--- src/rtl/isu_pkg.sv ---
package isu_pkg;

    typedef enum logic [1:0] {
        SRC_ROUTER = 2'd0,
        SRC_TIMER  = 2'd1,
        SRC_IPI    = 2'd2,
        SRC_AUX    = 2'd3
    } isu_src_e;

    // Local sources are always delivered edge-triggered.
    function automatic logic src_forces_edge(isu_src_e s);
        return (s == SRC_TIMER) || (s == SRC_IPI);
    endfunction

endpackage

--- src/rtl/isu_hi_find.sv ---
// Highest set bit of a vector, searched group by group; groups below
// LO_GRP are excluded from the search.
module isu_hi_find #(
    parameter int W      = 256,
    parameter int GRP_W  = 32,
    parameter int LO_GRP = 0,
    localparam int IW    = $clog2(W),
    localparam int NG    = W / GRP_W,
    localparam int GB    = $clog2(GRP_W),
    localparam int GSW   = (NG > 1) ? $clog2(NG) : 1
) (
    input  logic [W-1:0]  vec,
    output logic          found,
    output logic [IW-1:0] idx
);

    logic [NG-1:0]         grp_any;
    logic [NG-1:0][GB-1:0] grp_idx;
    logic [GSW-1:0]        sel;

    for (genvar g = 0; g < NG; g++) begin : g_grp
        assign grp_any[g] = |vec[g*GRP_W +: GRP_W];
    end

    always_comb begin
        for (int g = 0; g < NG; g++) begin
            grp_idx[g] = '0;
            for (int b = 0; b < GRP_W; b++) begin
                if (vec[g*GRP_W + b]) grp_idx[g] = GB'(b);
            end
        end
    end

    always_comb begin
        found = 1'b0;
        sel   = '0;
        for (int g = 0; g < NG; g++) begin
            if ((g >= LO_GRP) && grp_any[g]) begin
                found = 1'b1;
                sel   = GSW'(g);
            end
        end
        idx = IW'(int'(sel) * GRP_W + int'(grp_idx[sel]));
    end

endmodule

--- src/rtl/isu_dec.sv ---
// Enabled one-hot decoder.
module isu_dec #(
    parameter int W  = 256,
    localparam int IW = $clog2(W)
) (
    input  logic          en,
    input  logic [IW-1:0] sel,
    output logic [W-1:0]  hot
);

    for (genvar i = 0; i < W; i++) begin : g_bit
        assign hot[i] = en && (sel == IW'(i));
    end

endmodule

--- src/rtl/intr_service_unit.sv ---
module intr_service_unit
    import isu_pkg::*;
#(
    parameter int NUM_VEC   = 256,
    parameter int GRP_W     = 32,
    parameter int RSVD_GRPS = 1,
    localparam int VEC_W    = $clog2(NUM_VEC),
    localparam int DEP_W    = $clog2(NUM_VEC + 1)
) (
    input  logic               clk,
    input  logic               rst_n,
    input  logic               acc_valid,
    input  logic [VEC_W-1:0]   acc_vec,
    input  logic [1:0]         acc_src,
    input  logic               acc_level,
    input  logic               ack_req,
    output logic               pend_valid,
    output logic [VEC_W-1:0]   pend_vec,
    input  logic               eoi_req,
    output logic               eoi_ready,
    output logic               evt_valid,
    output logic [VEC_W-1:0]   evt_vec,
    input  logic               evt_ready,
    output logic [DEP_W-1:0]   depth,
    output logic               eoi_err,
    output logic [NUM_VEC-1:0] irr,
    output logic [NUM_VEC-1:0] isr,
    output logic [NUM_VEC-1:0] tmr
);

    localparam logic [DEP_W-1:0] DEP_MAX = '1;

    typedef struct packed {
        logic [NUM_VEC-1:0] irr;
        logic [NUM_VEC-1:0] isr;
        logic [NUM_VEC-1:0] tmr;
        logic [DEP_W-1:0]   depth;
        logic               evt_v;
        logic [VEC_W-1:0]   evt_vec;
        logic               err;
    } st_t;

    st_t st_d, st_q;

    logic               irr_found, isr_found;
    logic [VEC_W-1:0]   irr_idx, isr_idx;
    logic               acc_lvl, ack_fire, eoi_take, eoi_bad, eoi_fire;
    logic [NUM_VEC-1:0] acc_hot, ack_hot, eoi_hot;

    // Pending search covers every vector.
    isu_hi_find #(.W(NUM_VEC), .GRP_W(GRP_W), .LO_GRP(0)) u_find_irr (
        .vec   (st_q.irr),
        .found (irr_found),
        .idx   (irr_idx)
    );

    // Retirement search skips the reserved low groups.
    isu_hi_find #(.W(NUM_VEC), .GRP_W(GRP_W), .LO_GRP(RSVD_GRPS)) u_find_isr (
        .vec   (st_q.isr),
        .found (isr_found),
        .idx   (isr_idx)
    );

    isu_dec #(.W(NUM_VEC)) u_dec_acc (.en(acc_valid), .sel(acc_vec), .hot(acc_hot));
    isu_dec #(.W(NUM_VEC)) u_dec_ack (.en(ack_fire),  .sel(irr_idx), .hot(ack_hot));
    isu_dec #(.W(NUM_VEC)) u_dec_eoi (.en(eoi_fire),  .sel(isr_idx), .hot(eoi_hot));

    always_comb begin
        acc_lvl  = acc_level && !src_forces_edge(isu_src_e'(acc_src));
        ack_fire = ack_req && irr_found;
        eoi_take = eoi_req && !st_q.evt_v;
        eoi_bad  = eoi_take && (st_q.depth == '0);
        eoi_fire = eoi_take && (st_q.depth != '0) && isr_found;

        st_d = st_q;

        // Acknowledge clears first, a new request sets afterwards.
        st_d.irr = (st_q.irr & ~ack_hot) | acc_hot;
        st_d.tmr = acc_lvl ? (st_q.tmr | acc_hot) : (st_q.tmr & ~acc_hot);
        // Retirement clears first, acknowledge sets afterwards.
        st_d.isr = (st_q.isr & ~eoi_hot) | ack_hot;

        unique case ({ack_fire, eoi_fire})
            2'b10:   st_d.depth = (st_q.depth == DEP_MAX) ? st_q.depth
                                                           : st_q.depth + DEP_W'(1);
            2'b01:   st_d.depth = st_q.depth - DEP_W'(1);
            default: st_d.depth = st_q.depth;
        endcase

        if (st_q.evt_v && evt_ready) st_d.evt_v = 1'b0;
        if (eoi_fire && st_q.tmr[isr_idx]) begin
            st_d.evt_v   = 1'b1;
            st_d.evt_vec = isr_idx;
        end

        if (eoi_bad) st_d.err = 1'b1;
    end

    always_ff @(posedge clk) begin
        if (!rst_n) st_q <= '0;
        else        st_q <= st_d;
    end

    assign pend_valid = irr_found;
    assign pend_vec   = irr_idx;
    assign eoi_ready  = !st_q.evt_v;
    assign evt_valid  = st_q.evt_v;
    assign evt_vec    = st_q.evt_vec;
    assign depth      = st_q.depth;
    assign eoi_err    = st_q.err;
    assign irr        = st_q.irr;
    assign isr        = st_q.isr;
    assign tmr        = st_q.tmr;

endmodule

--- config.mk ---
export PLATFORM = sky130hd
export DESIGN_NAME = intr_service_unit
export DESIGN_NICKNAME = d
export VERILOG_FILES = /design/src/rtl/isu_pkg.sv /design/src/rtl/isu_hi_find.sv /design/src/rtl/isu_dec.sv /design/src/rtl/intr_service_unit.sv
export SDC_FILE = /design/constraint.sdc
export NUM_CORES = 2
export LEC_CHECK = 0
export BUFFER_PORTS_ARGS = -buffer_cell sky130_fd_sc_hd__buf_2
export CORE_AREA = 2 2 317 319
export DETAILED_ROUTE_END_ITERATION = 16
export DIE_AREA = 0 0 319 321
export PLACE_DENSITY = 0.64
export SKIP_LAST_GASP = 1
export SYNTH_ARGS = -nofsm -noshare
export SYNTH_HDL_FRONTEND = slang
export SYNTH_SLANG_ARGS = --single-unit
--- constraint.sdc ---
create_clock -name clk -period 6.55 [get_ports clk]
set_input_delay 0.3275 -clock clk [delete_from_list [all_inputs] [get_ports clk]]
set_output_delay 0.3275 -clock clk [all_outputs]
set_load 0.02 [all_outputs]
==> results.md <==
- Run status: complete, no violations
- CP startpoint kind: flip-flop
- Crit path to: evt_vec[5]
- DR vias/cell: 6.48
- Capturing point of the worst reg2reg path: evt_vec[5]
- NumNets Final: 5873
- Drt total wl: 237000 um
- DRC violations left: 0
- Crit path max fanout: 29
- CTS Buf Count: 89
- First-pass GRT wire length: 324000 um
- Max incr delay on CP: 0.61 ns
- Flop-to-flop setup slack: 0.09 ns
- Setup Buffers After CTS: 0
- Total Neg Setup Slack: 0 ns
- # clock sinks: 787
- Placer Congestion: 1.05
- Area delta synth->final: 23.4%
- Crit-path cells: or4_1, or4_4, nor4_4, nand3_2, a211oi_1, a311oi_1, nand3_2, nand2_4, nand3_1, buf_4, o22ai_1, a221oi_1, a21oi_1, o31ai_2, buf_4, and2_1, a211oi_1
- Clock-pin slew on the worst setup and hold paths: 0.06 ns
- Gr ovfl total: 0
- Synth Area in Simple Gates: 24.2%
- Critical Path AT: 6.98 ns
- Area leader, netlist: dfxtp_1
- Reg-to-Reg Start: isr[73]
- # hold bufs at CTS: 0
- IO Pins: 814
- Switching part of the total power: 41.6%
- Lkg Pwr: 19.5 nW
- Crit path required time: 7.07 ns
- Internal power: 9.18 mW
- YS warnings: 0
- Clock network fraction of total power: 33.6%
- Die Y: 321 um
- Buffers and inverters on the worst path: 2
- Cell count after synthesis: 5072
- Post-DP HPWL: 173000 um
- Total core area: 0.0993 mm^2
- DR iter-0 viols: 7215
- Root buf cell: clkbuf_16
- WHS: 0.0417 ns
- Drt pass-1 iters: 8
- Top-area cell type share of the netlist area: 40.7%
- Clock Path Buffers: 3
- Compound-Gate Fraction of Synth Area: 22.3%
- Die footprint: 0.102 mm^2
- CTS HTree Levels: 3
- Final Non-Filler Cells: 7221
- Final Slew Violations: 0
- Register share of total power: 30.8%
- FF+latch count, synth: 787
- CTS tree: yes
- Fmax: 155 MHz
- Skew final: 0.0328 ns
- Max-Cap Viols: 0
- Adder-cell area share of the yosys netlist: 0.278%
- Starting Density: 39.0%
- Worst hold stages: 4
- Power Density: 329 mW/mm^2
- Fin crit share: 98.7%
- Crit-path slowest cell: or4_4
- Cell Rows: 116
- Synth area leaders: dfxtp_1 (41%), nor2_1 (8.1%), mux2i_1 (7.7%)
- Post-route antenna net violation count: 0
- Most common cell after layout, fill and taps aside: nor2_1
- Async SR Flop Fraction: 0%
- GRT Total Usage: 43.8%
- Critical path capture point type: flip-flop
- Vias: 46800
- Largest net degree at the start of global routing: 197
- CP startpoint: isr[73]
- Critical path class: flip-flop to flip-flop
- Clk_lat worst skew: 0.70 ns
- Final setup violation count: 0
- Max VDD drop: 0.000369 V
- Port bufs: 813
- Power after layout: 15.7 mW
- Synthesized area per cell: 7.63 um^2
- Share of cells above drive strength 1: 20.3%
- Die X-Extent: 319 um
- Count of cell types in the netlist: 91
- Vias in the first global route: 42400
- Top delay family on crit path: simple AND/OR/NAND/NOR gates
- Tightest Pin Transition: 1.41 ns
- Largest family of logic cells by synthesized area: simple AND/OR/NAND/NOR gates
- Antenna violations before repair: 20
- Rel. slew slack: 5.94%
- EDFF count, synth: 0
- RSZ-0062 raised after global routing: no
- Number of cells on the critical path: 17
- Cells after DPL: 7055
- Most frequent cells in the layout: nor2_1 (831), buf_2 (812), dfxtp_1 (787)
- Register area share after synthesis: 40.7%
- Hold Path Class: input port to flip-flop
- Hold Fails Final Rpt: 0
- Tmin final: 6.46 ns
- Comb power frac: 35.6%
- Syn_nets: 5097
- Psw: 6.54 mW
- WL per Instance: 32.8 um
- Worst r2r path cells: 17
- Mux contribution to synthesized area: 8.01%
- Syn Std Cell Area: 0.0387 mm^2
- Fillers: 10100
- Synth Flop Type: dfxtp_1
- Synth Area in XOR/XNOR: 0.181%
-- worst register-to-register path, delay by kind of cell, from the launching register on --
kind,cells,cell delay (ns)
simple gates,8,3.64
compound gates,7,1.81
buf+inv,2,0.50
flops,1,0.36
-- area by class of cell --
type                    instances  area (um^2)  share of cell area (%)
well taps                    1298         1620                    3.40
clock inverters                35          432                   0.903
flip-flops and latches        787        15800                    33.0
diodes                          4         10.0                  0.0209
repair buffers                995         5560                    11.6
clock buffers                 127         2560                    5.36
inverters                     113          432                   0.903
multi-input cells            3862        21400                    44.8
-- cells in the mapped netlist, types with 23 or more instances --
cell type	number
nor4_1	125
inv_1	111
o21ai_0	544
a41oi_1	52
o21bai_1	36
nor2_1	835
o31ai_1	49
buf_1	31
nand2_1	640
a31oi_1	102
clkbuf_1	245
nor2b_1	32
o21a_1	28
and2_1	23
a21oi_1	275
a211oi_1	34
nand2b_1	26
nor3_1	112
mux2i_1	299
o22ai_1	82
or4_1	29
o211ai_1	28
dfxtp_1	787
nand3_1	208
-- power groups by stage --
stage               Sequential (mW)  Combinational, mW  Clock, mW
floorplan                      4.97               2.64          0
global placement               4.95               5.21          0
detailed placement             4.95               5.24          0
CTS                            4.84               5.26       5.27
global route                   4.85               5.52       5.46
finish                         4.85               5.60       5.28
-- how the worst min path moves through the flow --
stage,endpoint,slack [ns],startpoint
6_report,eoi_err,0.04,eoi_req
5_1_grt,evt_valid,0.06,evt_ready
2_1_floorplan,evt_valid,0.53,evt_ready
3_5_place_dp,isr[0],0.44,isr[0]
4_1_cts,eoi_err,0.02,eoi_req
3_3_place_gp,isr[0],0.44,isr[0]
-- cells by family after synthesis --
family / Yosys count
AND/OR/NAND/NOR: 2130
AO/OA/AOI/OAI: 1410
flip-flops: 787
buffers and inverters: 423
multiplexers: 306
XOR/XNOR: 8
adder cells (fa/ha/maj): 8
-- layer usage --
layer | vias up | wire length, um | track usage [%]
met4 | 18 | 21100 | 32.5
met3 | 990 | 32900 | 16.3
met2 | 3632 | 99600 | 65.7
li1 | 19800 | - | -
met5 | - | 169 | 0
met1 | 22300 | 82700 | 50.9
-- through the flow --
stage	util [%]	setup WS [ns]	cell area (um^2)
2_1_floorplan	-	1.73	38700
3_3_place_gp	45.1	0.223	44800
3_5_place_dp	45.1	0.199	44800
4_1_cts	48.1	0.146	47800
5_1_grt	48.1	0.0214	47800
6_report	48.1	0.0860	47800
-- timing repair --
action	4_1_cts	5_1_grt
resized for setup	0	3
endpoints found under the setup margin	0	10
hold endpoints to repair	0	0
Power figures use the tool's default switching activity.
